`config.mk`:
```
export PLATFORM = sky130hd
export DESIGN_NAME = mont_exp
export DESIGN_NICKNAME = d
export VERILOG_FILES = /design/src/rtl/mont_exp_pkg.sv /design/src/rtl/mont_mul_serial.sv /design/src/rtl/mont_exp_fsub.sv /design/src/rtl/mont_exp.sv
export SDC_FILE = /design/constraint.sdc
export NUM_CORES = 1
export LEC_CHECK = 0
export ABC_AREA = 1
export BUFFER_PORTS_ARGS = -buffer_cell sky130_fd_sc_hd__buf_2
export CAP_MARGIN = 15
export CORE_MARGIN = 2
export CORE_UTILIZATION = 29
export DETAILED_ROUTE_END_ITERATION = 8
export SYNTH_ARGS = -nofsm -noshare
export SYNTH_HDL_FRONTEND = slang
export SYNTH_SLANG_ARGS = --single-unit
```
`constraint.sdc`:
```
create_clock -name clk_i -period 3.9 [get_ports clk_i]
set_input_delay 0.195 -clock clk_i [delete_from_list [all_inputs] [get_ports clk_i]]
set_output_delay 0.195 -clock clk_i [all_outputs]
set_load 0.03 [all_outputs]
```
`src/rtl/mont_exp_pkg.sv`:
```
package mont_exp_pkg;
  typedef enum logic [1:0] {
    PH_PRE  = 2'd0,  // enter Montgomery form
    PH_BIT  = 2'd1,  // one exponent bit
    PH_POST = 2'd2,  // leave Montgomery form
    PH_SUB  = 2'd3   // final conditional subtraction
  } phase_e;
endpackage

```
`src/rtl/mont_mul_serial.sv`:
```
// Radix-2 Montgomery product, one multiplier bit per cycle, LSB first.
// Result is a*b*2^-ITER mod n, below 2n for a, b < 2n.
module mont_mul_serial #(
  parameter int OW   = 9,
  parameter int ITER = 10
) (
  input  logic          clk_i,
  input  logic          rst_ni,
  input  logic          go_i,
  input  logic [OW-1:0] a_i,
  input  logic [OW-1:0] b_i,
  input  logic [OW-1:0] n_i,
  output logic          done_o,
  output logic [OW-1:0] p_o
);
  localparam int AW   = OW + 2;
  localparam int CNTW = $clog2(ITER + 1);

  logic [AW-1:0]   acc_q, sum_a, sum_n;
  logic [OW-1:0]   a_sh_q;
  logic [CNTW-1:0] cnt_q;
  logic            done_q;

  always_comb begin
    sum_a = acc_q + (a_sh_q[0] ? {2'b00, b_i} : '0);
    sum_n = sum_a + (sum_a[0] ? {2'b00, n_i} : '0);
  end

  always_ff @(posedge clk_i or negedge rst_ni) begin
    if (!rst_ni) begin
      acc_q  <= '0;
      a_sh_q <= '0;
      cnt_q  <= '0;
      done_q <= 1'b0;
    end else begin
      done_q <= 1'b0;
      if (go_i) begin
        acc_q  <= '0;
        a_sh_q <= a_i;
        cnt_q  <= CNTW'(ITER);
      end else if (cnt_q != '0) begin
        acc_q  <= sum_n >> 1;
        a_sh_q <= a_sh_q >> 1;
        cnt_q  <= cnt_q - 1'b1;
        if (cnt_q == CNTW'(1)) done_q <= 1'b1;
      end
    end
  end

  assign done_o = done_q;
  assign p_o    = acc_q[OW-1:0];
endmodule

```
`src/rtl/mont_exp_fsub.sv`:
```
// Single deferred reduction: input below 2m, output below m.
module mont_exp_fsub #(
  parameter int WIDTH = 8
) (
  input  logic [WIDTH:0]   p_i,
  input  logic [WIDTH-1:0] m_i,
  output logic [WIDTH-1:0] r_o
);
  logic [WIDTH:0] diff;

  always_comb begin
    diff = p_i - {1'b0, m_i};
    r_o  = (p_i >= {1'b0, m_i}) ? diff[WIDTH-1:0] : p_i[WIDTH-1:0];
  end
endmodule

```
`src/rtl/mont_exp.sv`:
```
module mont_exp
  import mont_exp_pkg::*;
#(
  parameter int WIDTH = 8,
  parameter int EXP_W = 8
) (
  input  logic             clk_i,
  input  logic             rst_ni,
  input  logic             start_i,
  input  logic [WIDTH-1:0] x_i,
  input  logic [EXP_W-1:0] e_i,
  input  logic [WIDTH-1:0] m_i,
  input  logic [WIDTH-1:0] r2_i,
  output logic             busy_o,
  output logic             done_o,
  output logic [WIDTH-1:0] result_o
);
  localparam int OW   = WIDTH + 1;
  localparam int ITER = WIDTH + 2;   // R = 2^ITER
  localparam int CW   = $clog2(EXP_W + 1);

  logic [OW-1:0]    b_q, p_q, z_q;
  logic [WIDTH-1:0] m_q, res_q, sub_r;
  logic [EXP_W-1:0] e_q;
  logic [CW-1:0]    bits_q;
  phase_e           phase_q;
  logic             busy_q, go_q, done_q;
  logic             sq_done, pz_done;
  logic [OW-1:0]    sq_p, pz_p;

  // squaring: A = Z, B = shared B
  mont_mul_serial #(.OW(OW), .ITER(ITER)) u_mul_sq (
    .clk_i(clk_i), .rst_ni(rst_ni), .go_i(go_q),
    .a_i(z_q), .b_i(b_q), .n_i({1'b0, m_q}),
    .done_o(sq_done), .p_o(sq_p)
  );

  // product: A = P, B = shared B
  mont_mul_serial #(.OW(OW), .ITER(ITER)) u_mul_pz (
    .clk_i(clk_i), .rst_ni(rst_ni), .go_i(go_q),
    .a_i(p_q), .b_i(b_q), .n_i({1'b0, m_q}),
    .done_o(pz_done), .p_o(pz_p)
  );

  mont_exp_fsub #(.WIDTH(WIDTH)) u_fsub (
    .p_i(p_q), .m_i(m_q), .r_o(sub_r)
  );

  always_ff @(posedge clk_i or negedge rst_ni) begin
    if (!rst_ni) begin
      b_q     <= '0;
      p_q     <= '0;
      z_q     <= '0;
      m_q     <= '0;
      e_q     <= '0;
      bits_q  <= '0;
      res_q   <= '0;
      phase_q <= PH_PRE;
      busy_q  <= 1'b0;
      go_q    <= 1'b0;
      done_q  <= 1'b0;
    end else begin
      go_q   <= 1'b0;
      done_q <= 1'b0;
      if (!busy_q) begin
        if (start_i) begin
          b_q     <= {1'b0, r2_i};
          p_q     <= OW'(1);
          z_q     <= {1'b0, x_i};
          m_q     <= m_i;
          e_q     <= e_i;
          bits_q  <= CW'(EXP_W);
          phase_q <= PH_PRE;
          busy_q  <= 1'b1;
          go_q    <= 1'b1;
        end
      end else if (phase_q == PH_SUB) begin
        res_q   <= sub_r;
        done_q  <= 1'b1;
        busy_q  <= 1'b0;
        phase_q <= PH_PRE;
      end else if (sq_done) begin
        unique case (phase_q)
          PH_PRE: begin
            z_q  <= sq_p;
            p_q  <= pz_p;
            go_q <= 1'b1;
            if (bits_q == '0) begin
              b_q     <= OW'(1);
              phase_q <= PH_POST;
            end else begin
              b_q     <= sq_p;
              phase_q <= PH_BIT;
            end
          end
          PH_BIT: begin
            z_q    <= sq_p;
            if (e_q[0]) p_q <= pz_p;
            e_q    <= e_q >> 1;
            bits_q <= bits_q - 1'b1;
            go_q   <= 1'b1;
            if (bits_q == CW'(1)) begin
              b_q     <= OW'(1);
              phase_q <= PH_POST;
            end else begin
              b_q <= sq_p;
            end
          end
          PH_POST: begin
            p_q     <= pz_p;
            phase_q <= PH_SUB;
          end
          default: phase_q <= PH_PRE;
        endcase
      end
    end
  end

  assign busy_o   = busy_q;
  assign done_o   = done_q;
  assign result_o = res_q;
endmodule

```
## Word-level counts from Yosys, hierarchy flattened

Cells that the tools add are included.

- Add/subtract/negate cells: 8
- Bitwise gates (word level): 1
- Eq/ne operators: 14
- Divide/modulo/power cells: 0
- Shift operators: 0
- Mux-type cells: 64
- $lt $le $gt $ge: 1
- Reduce and logical (&&, ||, !) cells: 16
- Multipliers: 0

Operators with widths:

| cell | count |
|---|---|
| $mux 9 | 22 |
| $mux 8 | 8 |
| $add 11x11->11 | 4 |
| $mux 11 | 4 |
| $mux 4 | 9 |
| $pmux 9 s2 | 2 |
| $mux 1 | 12 |
| $mux 2 | 6 |
| $reduce_and 4->1 | 3 |
| $sub 4x1->4 const B | 3 |
| $ge 9x8->1 | 1 |
| $eq 4x1->1 const B | 2 |
| $reduce_bool 4->1 | 2 |
| $sub 8x8->8 | 1 |
| $ne 3x1->1 const B | 2 |
| $pmux 2 s3 | 1 |
| $reduce_bool 2->1 | 3 |
| $reduce_and 5->1 | 1 |
| $eq 2x2->1 const B | 2 |
| $logic_not 4->1 | 1 |
| $ne 2x1->1 const B | 2 |
| $ne 2x2->1 const B | 2 |
| $ne 4x4->1 const B | 1 |
| $reduce_and 2->1 | 2 |
| 7 further kinds | 8 |

- ROM bits: 0
- Register bits: 109
- Memories kept: 0
- Input port bits: 35
- Output and inout port bits: 10
- RAM bits: 0
- Bits in latches: 0

## Depth between registers and ports, before layout

Gate-level depths: netlist (run 1).

- Depth after elaboration: 6
- Mapped depth: 23
- Mapped depth without buffers: 22

## By module

From an unflattened synthesis (run 1), not the netlist that was laid out.

- Cell total of the unflattened synthesis: 1009
- Area, all modules: 7624.8 um^2

Modules (own cells, without submodules):

| module | area each (um^2) | cells each | times used | seq. area each (um^2) |
|---|---|---|---|---|
| mont_exp | 2777.7 | 319 | 1 | 1501.4 |
| mont_mul_serial (u_mul_pz) | 2153.3 | 291 | 1 | 600.6 |
| mont_mul_serial (u_mul_sq) | 2115.8 | 292 | 1 | 600.6 |
| mont_exp_fsub | 578.1 | 107 | 1 | 0.0 |

## Least setup slack after synthesis (run 1)

No wires, ideal clock.

- Path type: reg2reg
- From: register u_mul_sq.a_sh_q[0]
- To: register u_mul_sq.acc_q[8]
- Library setup time: 117 ps
- Data arrival time: 2849 ps
- Slack: 934 ps
- Buffers on the path: 1
- Stages on the path, launching flop included: 23
- Cell sequence: dfrtp_1 -> clkbuf_1 -> nand2_1 -> inv_1 -> ha_1 -> inv_1 -> fa_1 -> inv_1 -> nand3_1 -> nand2_1 -> a21oi_1 -> o21ai_0 -> xor2_1 -> ha_1 -> a21o_1 -> nor2_1 -> nand2_1 -> nand2_1 -> nand2_1 -> nand2_1 -> nand2_1 -> nand3_1 -> nand2_1

- Longest elaborated chain between the ends: 6

RTL lines:

| what | RTL line | text |
|---|---|---|
| start: declaration | mont_mul_serial.sv:20 | `logic [OW-1:0] a_sh_q;` |
| start signal: assignment | mont_mul_serial.sv:39 | `a_sh_q <= a_i;` |
| start signal: assignment | mont_mul_serial.sv:43 | `a_sh_q <= a_sh_q >> 1;` |
| $mux 9 (*) | mont_mul_serial.sv:25 | `sum_a = acc_q + (a_sh_q[0] ? {2'b00, b_i} : '0);` |
| $add 11x11->11 (*) | mont_mul_serial.sv:25 |  |
| $mux 8 | mont_mul_serial.sv:26 | `sum_n = sum_a + (sum_a[0] ? {2'b00, n_i} : '0);` |
| $add 11x11->11 (*) | mont_mul_serial.sv:26 |  |
| $mux 11 (*) | mont_mul_serial.sv:41 | `end else if (cnt_q != '0) begin` |
| $mux 11 (*) | mont_mul_serial.sv:37 | `if (go_i) begin` |
| end signal: assignment | mont_mul_serial.sv:42 | `acc_q <= sum_n >> 1;` |
| end: declaration | mont_mul_serial.sv:19 | `logic [AW-1:0] acc_q, sum_a, sum_n;` |

Mark *: on every way between the ends. The rest lies on a longest branch, timed or not. The select of a mux whose other input is x is not followed.
A chain may end at the register's enable or synchronous reset.

## Worst setup path after layout (run 1)

Ends and elaborated chain as after synthesis.

==> results of run 1 <==
==> repair_timing <==
item,CTS,global route
hold endpoints to repair,57,0
hold buffers,1,0
endpoints found under the setup margin,0,0
==> state kept, by name, indices dropped and copies added (netlist names), 2 cells and up <==
register and cells:
u_mul_pz.cnt_q 4, result_o 8, b_q 9, u_mul_sq.a_sh_q 9
m_q 8, u_mul_sq.cnt_q 4, u_mul_pz.a_sh_q 9, u_mul_pz.acc_q 10
bits_q 4, phase_q 2, p_q 9, z_q 9
e_q 8, u_mul_sq.acc_q 10
==> through the flow <==
step	cell area, um^2	worst slack [ns]
floorplan	6930	0.934
global placement	7450	0.860
detailed placement	7450	0.754
CTS	7820	0.725
global route	7820	0.437
finish	7820	0.729
==> critical path, delay by kind of cell, from the launching register on <==
family / cells / cell delay [ns]
xor gates and xnor gates: 1 / 0.17
adders and majority gates: 3 / 0.90
buffers and inverters: 3 / 0.20
AOI/OAI and AO/OA: 3 / 0.47
and+or+nand+nor: 11 / 0.81
DFF: 1 / 0.51
==> report_power, final <==
part	internal, mW	leakage (nW)	total [mW]	switching (mW)
sequential	1.28	1.27	1.39	0.109
clock	0.642	0.174	1.10	0.459
combinational	0.657	2.75	1.61	0.950
==> cells by family (layout without fill, tap and decap cells) <==
family	count (synthesis)	after routing
AO/OA/AOI/OAI	162	162
flip-flops	107	107
AND/OR/NAND/NOR	406	406
XOR/XNOR	21	21
buffers and inverters	166	209
adder cells (fa/ha/maj)	54	54
==> per-layer routing <==
metal  wire length (um)  global-route usage, %
met5                  0                      0
met4                325                   4.25
met3                655                   2.56
met2               7570                   22.8
met1               8450                   20.1
==> worst max-delay path by stage <==
| stage | startpoint | endpoint | slack [ns] | cells after the start |
|---|---|---|---|---|
| after CTS | u_mul_sq.a_sh_q[0] | u_mul_sq.acc_q[8] | 0.73 | 21 |
| after global placement | u_mul_sq.a_sh_q[0] | u_mul_sq.acc_q[8] | 0.86 | 21 |
| after detailed placement | u_mul_sq.a_sh_q[0] | u_mul_sq.acc_q[8] | 0.75 | 21 |
| after floorplan | u_mul_sq.a_sh_q[0] | u_mul_sq.acc_q[8] | 0.93 | 22 |
| after global routing | u_mul_sq.a_sh_q[0] | u_mul_sq.acc_q[8] | 0.44 | 21 |
| final | u_mul_sq.a_sh_q[0] | u_mul_sq.acc_q[8] | 0.73 | 21 |
==> layout make-up <==
| cell class | count | area, um^2 |
|---|---|---|
| Clock buffer | 9 | 225 |
| Sequential cell | 107 | 2680 |
| Inverter | 143 | 547 |
| Clock inverter | 7 | 130 |
| Fill cell | 2520 | 15700 |
| Timing Repair Buffer | 50 | 270 |
| Tap cell | 319 | 399 |
| Multi-Input combinational cell | 643 | 3570 |
==> cell usage after synthesis, types with 8 or more instances <==
cell	n
o21ai_0	47
o22ai_1	8
ha_1	49
o21ai_1	16
nor2_1	60
a22oi_1	14
a21oi_1	29
nand3_1	50
nand2_1	268
clkbuf_1	9
a31oi_1	25
xnor2_1	14
inv_1	138
nand4_1	8
dfrtp_1	107
==> impl_metrics.json, run 1 <==
{
  "result_of_the_run": "finished, final reports clean",
  "data_required_time_of_the_critical_path_ns": 4.16,
  "maximum_vdd_drop_mv": 0.251,
  "layout.cells.most_common": "nand2_1",
  "dieWidth_um": 159,
  "synth_top_family_by_area": "simple AND/OR/NAND/NOR gates",
  "grt_pass1_wl_um": 28300,
  "nets": 1043,
  "cts_setup_buffers": 0,
  "final_cell_mix": "nand2_1, inv_1, dfrtp_1",
  "total_global_routing_overflow": 0,
  "cts_tree": "yes",
  "synth_ff_type": "dfrtp_1",
  "worstHoldPathType": "primary input to flip-flop",
  "synthMuxAreaShare_pct": 0,
  "routed_via_density": 4.62,
  "drt-total-wl_um": 17000,
  "number_of_instances_in_the_synthesized_netlist": 916,
  "postSynth.asyncResetShare_pct": 100,
  "finish.cell_count_without_fillers": 1278,
  "max_buffers_root_to_sink": 2,
  "synth.largest_area_cell": "dfrtp_1",
  "die_y_um": 159,
  "power_per_cell_area_nw_per_um2": 524,
  "rr_endpoint": "u_mul_sq.acc_q[8]",
  "synth_enable_flop_cells": 0,
  "timing.critical_path.slowest_stage_cell": "dfrtp_1",
  "layout-drive-gt1-share_pct": 9.70,
  "drc": 0,
  "synth_top_cells_by_area": "dfrtp_1, nand2_1, ha_1",
  "grt_max_degree": 60,
  "ctsResizeCount": 0,
  "timing.setup.tns_ns": 0,
  "insertion_delay_ns": 0.37,
  "core_area_um2": 23500,
  "hpwl_dp_um": 13000,
  "drtPass1Iterations": 5,
  "ys_types": 47,
  "grt_setup_unrepaired": "no",
  "fin_worst_skew_ns": 0.0107,
  "antenna_violating_nets_post_route": 0,
  "post_synth.cell_area_avg_um2": 7.57,
  "hold_viol": 0,
  "antenna_found_initial": 0,
  "synth-seq-cells": 107,
  "timing.final.crit_share_pct": 81.3,
  "regToRegSetupSlack_ns": 0.73,
  "area_fraction_in_compound_gates_after_synthesis_pct": 14.5,
  "post-route-util_pct": 33.3,
  "drv_cap": 0,
  "synth-seq-area-share_pct": 38.6,
  "timing.reg2reg.worst_path_depth": 21,
  "synth_simple_gate_area_share_pct": 24.0,
  "dr.first_iter.drc_count": 397,
  "start_util_pct": 29.5,
  "worst_setup_path_end_kind": "flip-flop",
  "worstHoldStart": "m_i[0]",
  "tritoncts.num_buffers": 9,
  "boundaryPins": 45,
  "post_synth_fa_ha_maj_area_fraction_pct": 10.3,
  "worst-path-max-fanout": 10,
  "start_kind": "flip-flop",
  "critPathMaxStageDelay_ns": 0.51,
  "syn-cell-area_um2": 6930,
  "row_count": 56,
  "route.detailed.wl_per_inst_um": 13.3,
  "cts.root.buffer_cell": "clkbuf_16",
  "critical_path.cell_chain": "nand2_1 -> inv_1 -> ha_1 -> inv_1 -> fa_1 -> inv_1 -> nand3_1 -> nand2_1 -> a21oi_1 -> o21ai_0 -> xor2_1 -> ha_1 -> a21o_1 -> nor2_1 -> nand2_1 -> nand2_1 -> nand2_1 -> nand2_1 -> nand2_1 -> nand3_1 -> nand2_1",
  "criticalPathCategory": "flip-flop to flip-flop",
  "clkSinkCount": 107,
  "clk_transition_reported_paths_ns": 0.08,
  "yosysWarnings": 0,
  "cp.arrival_ns": 3.43,
  "finalPower_mw": 4.09,
  "whs_ns": 0.0249,
  "whs_endpoint": "m_q[0]",
  "first_global_vias": 5636,
  "die_area_um2": 25200,
  "fin_crit_ns": 3.17,
  "max-slew-margin-rel_pct": 46.7,
  "static-leakage-power_nw": 4.20,
  "vias": 5902,
  "syn_nets": 1005,
  "synth.top_cell.area_share_pct": 38.6,
  "clock.fmax_mhz": 315,
  "port-buffer-count": 44,
  "n_antenna_cell": 0,
  "h-tree-depth": 3,
  "tightest_slew_ns": 0.794,
  "worstReg2RegStart": "u_mul_sq.a_sh_q[0]",
  "area.growth.synth_to_final_pct": 12.8,
  "critical_path.most_common_cell": "nand2_1",
  "grt.total_usage_pct": 14.4,
  "drv_slew": 0,
  "synth-xor-area-share_pct": 2.65,
  "final-setup-viol-count": 0,
  "placed_cells": 1261,
  "worst_hold_path.num_cells": 3,
  "gp_congestion": 0.881
}
Power figures use the tool's default switching activity.
==> run 2, diff against run 1 <==
--- a/config.mk
+++ b/config.mk
@@ -5,7 +5,7 @@
 export SDC_FILE = /design/constraint.sdc
 export NUM_CORES = 1
 export LEC_CHECK = 0
-export ABC_AREA = 1
+export ABC_AREA = 0
 export BUFFER_PORTS_ARGS = -buffer_cell sky130_fd_sc_hd__buf_2
 export CAP_MARGIN = 15
 export CORE_MARGIN = 2
==> constraint.sdc (replaced) <==
create_clock -name clk_i -period 3.08 [get_ports clk_i]
set_input_delay 0.154 -clock clk_i [delete_from_list [all_inputs] [get_ports clk_i]]
set_output_delay 0.154 -clock clk_i [all_outputs]
set_load 0.03 [all_outputs]
==> run 2 against run 1 <==
Compared with the run above:
- the run now ends with negative setup slack left
- critical endpoint unchanged
- area after synthesis is 3.4% lower
- critical path depth shrank 5
- register-to-register slack got worse by 0.87 ns
- power grew 120%
- maximum frequency shrank 1.6%
- utilization increased by 3.2 points
- hold slack worse by 0.0058 ns
==> impl_metrics.json, run 2 <==
{
  "p_int_mw": 5.10,
  "drtPass1Iterations": 4,
  "ys_types": 49,
  "final-setup-viol-count": 6,
  "final_critical_path_setup_slack_ns": -0.142,
  "synth.top_cell.area_share_pct": 40.0,
  "reg.largest.list": "u_mul_pz.acc_q: 10 flops, u_mul_sq.acc_q: 10 flops",
  "synth.largest_area_cell": "dfrtp_1",
  "die_area_um2": 24300,
  "combinational_power_share_pct": 58.7,
  "yosysWarnings": 0,
  "h-tree-depth": 3,
  "antenna_found_initial": 0,
  "cts_tree": "yes",
  "critical_path.cell_chain": "and2_1 -> ha_2 -> buf_6 -> a211oi_4 -> nor2_2 -> o21a_1 -> nor2_2 -> xnor2_1 -> ha_1 -> nand2_2 -> nand2_4 -> o41ai_4 -> nor2b_4 -> nor3_2 -> xnor2_1 -> a211oi_1",
  "tritoncts.num_buffers": 9,
  "clkSinkCount": 107,
  "leading_cell_type_by_number_of_instances_after_synthesis": "nand2_1",
  "result_of_the_run": "finished, violations left",
  "dr.first_iter.drc_count": 222,
  "criticalPathCategory": "flip-flop to flip-flop",
  "antenna_violating_nets_post_route": 0,
  "first_global_vias": 5351,
  "worst-path-max-fanout": 4,
  "layout-drive-gt1-share_pct": 21.7,
  "finalPower_mw": 8.96,
  "clk_transition_reported_paths_ns": 0.08,
  "worstHoldPathType": "primary input to flip-flop",
  "max_buffers_root_to_sink": 2,
  "hpwl_dp_um": 11800,
  "cp.arrival_ns": 3.47,
  "clock.fmax_mhz": 310,
  "nets": 933,
  "start_util_pct": 29.6,
  "post_synth_fa_ha_maj_area_fraction_pct": 10.7,
  "fin_worst_skew_ns": 0.0103,
  "synth_enable_flop_cells": 0,
  "maximum_vdd_drop_mv": 0.364,
  "insertion_delay_ns": 0.35,
  "power_frac_clock_pct": 12.4,
  "dpl-instance-area_um2": 7560,
  "grt_pass1_wl_um": 26700,
  "synthMuxAreaShare_pct": 5.90,
  "boundaryPins": 45,
  "power_per_cell_area_nw_per_um2": 1080,
  "total_global_routing_overflow": 0,
  "critPathMaxStageDelay_ns": 0.41,
  "finalInstanceArea_um2": 8260,
  "drt-total-wl_um": 16000,
  "synth-seq-area-share_pct": 40.0,
  "data_required_time_of_the_critical_path_ns": 3.33,
  "synth_ff_type": "dfrtp_1",
  "synth-seq-cells": 107,
  "syn_nets": 839,
  "grt_setup_unrepaired": "yes",
  "postSynth.asyncResetShare_pct": 100,
  "synth_top_cells_by_area": "dfrtp_1, ha_1, nand2_1",
  "max-slew-margin-rel_pct": 33.6,
  "synth_simple_gate_area_share_pct": 19.7,
  "route.detailed.wl_per_inst_um": 14.1,
  "post_synth.cell_area_avg_um2": 8.93,
  "critical_path.top_delay_family": "compound AO/OA/AOI/OAI gates",
  "switchingPower_mw": 3.86,
  "hold_viol": 0,
  "tightest_slew_ns": 0.996,
  "drv_slew": 0,
  "gp_congestion": 0.866,
  "violations": "negative setup slack",
  "core_area_um2": 22600,
  "synth_top_family_by_area": "simple AND/OR/NAND/NOR gates",
  "synth-xor-area-share_pct": 4.19,
  "timing.final.crit_share_pct": 105,
  "number_of_instances_in_the_synthesized_netlist": 750,
  "finish.cell_count_without_fillers": 1133,
  "cts.root.buffer_cell": "clkbuf_16",
  "final_cell_mix": "nand2_1, dfrtp_1, o21ai_0",
  "dieWidth_um": 156,
  "sequentialPowerShare_pct": 28.9,
  "die_y_um": 156,
  "timing.critical_path.slowest_stage_cell": "dfrtp_1",
  "n_antenna_cell": 0,
  "synthTopCellsByCount": "nand2_1, dfrtp_1, o21ai_0",
  "cp_num_buf_inv": 1,
  "drc": 0,
  "start_kind": "flip-flop",
  "area.growth.synth_to_final_pct": 23.3,
  "routed_via_density": 4.83,
  "static-leakage-power_nw": 4.01,
  "row_count": 55,
  "grt.total_usage_pct": 13.6,
  "layout.cells.most_common": "nand2_1",
  "port-buffer-count": 44,
  "fin_crit_ns": 3.22,
  "grt_max_degree": 60,
  "worst_setup_path_end_kind": "flip-flop",
  "syn-cell-area_um2": 6700,
  "vias": 5478,
  "area_fraction_in_compound_gates_after_synthesis_pct": 16.2,
  "netSwitchingFraction_pct": 43.0,
  "drv_cap": 0,
  "placed_cells": 1100
}
run 2: stage by stage:
step                TNS [ns]  setup WS [ns]  hold WS [ns]  utilization, %
floorplan                  0         0.0635        -0.142               -
global placement      -0.406         -0.134         0.233            33.4
detailed placement    -0.883         -0.249         0.241            33.4
CTS                  -0.0346        -0.0346        0.0121            35.3
global route           -1.54         -0.287        0.0366            36.5
finish                -0.351         -0.142        0.0191            36.5
run 2: layout make-up:
cell class / instances / area (um^2)
clock inverter: 5 / 47.5
clock buffer: 10 / 229
tap: 285 / 357
inverter: 33 / 124
multi-input combinational: 583 / 4080
fill: 2329 / 14400
sequential: 107 / 2680
timing repair buffer: 110 / 746
run 2: logic make-up after synthesis:
family / Yosys count
xor+xnor: 32
flops: 107
mux: 39
buf+inv: 60
fa+ha+maj: 54
compound gates: 180
simple gates: 278
run 2: path summary, 6_finish.rpt:
| path | startpoint | slack (ns) | to | depth (start not counted) |
|---|---|---|---|---|
| setup / recovery | b_q[0] | -0.14 | u_mul_sq.acc_q[8] | 16 |
| hold / removal | m_i[3] | 0.02 | m_q[3] | 3 |
| setup reg to reg | b_q[0] | -0.14 | u_mul_sq.acc_q[8] | 16 |
| hold reg to reg | result_o[5] | 0.48 | result_o[5] | 2 |
| max in group asynchronous | rst_ni | 1.96 | go_q | 3 |
| min in group asynchronous | rst_ni | 0.38 | result_o[7] | 2 |
run 2: power by group through the flow:
stage	combinational, mW	clock (mW)	sequential, mW
after floorplan	3.42	0	2.42
after global placement	4.69	0	2.60
after detailed placement	4.76	0	2.62
after CTS	4.93	1.15	2.59
after global routing	5.91	1.20	2.68
final	5.26	1.11	2.59
run 2: metal layers:
layer / up-vias / wire length (um) / part of all wire (%) / GRT usage [%]
li1: 2785 / - / - / -
met1: 2590 / 7670 / 48 / 18.1
met2: 85 / 7540 / 47 / 22.9
met3: 18 / 512 / 3.2 / 2.06
met4: 0 / 289 / 1.8 / 4.41
met5: - / 0 / 0 / 0
run 2: tightest hold or removal path, cell delays in order:
cell and delay (ns):
buf_2 0.08, nand2_1 0.04, o21ai_0 0.07
run 2: timing repair:
item | 4_1_cts | 5_1_grt
endpoints found under the setup margin | 7 | 9
pin swaps | 11 | 35
resized for setup | 24 | 42
hold buffers | 3 | 0
setup buffers | 5 | 11
hold endpoints to repair | 51 | 0
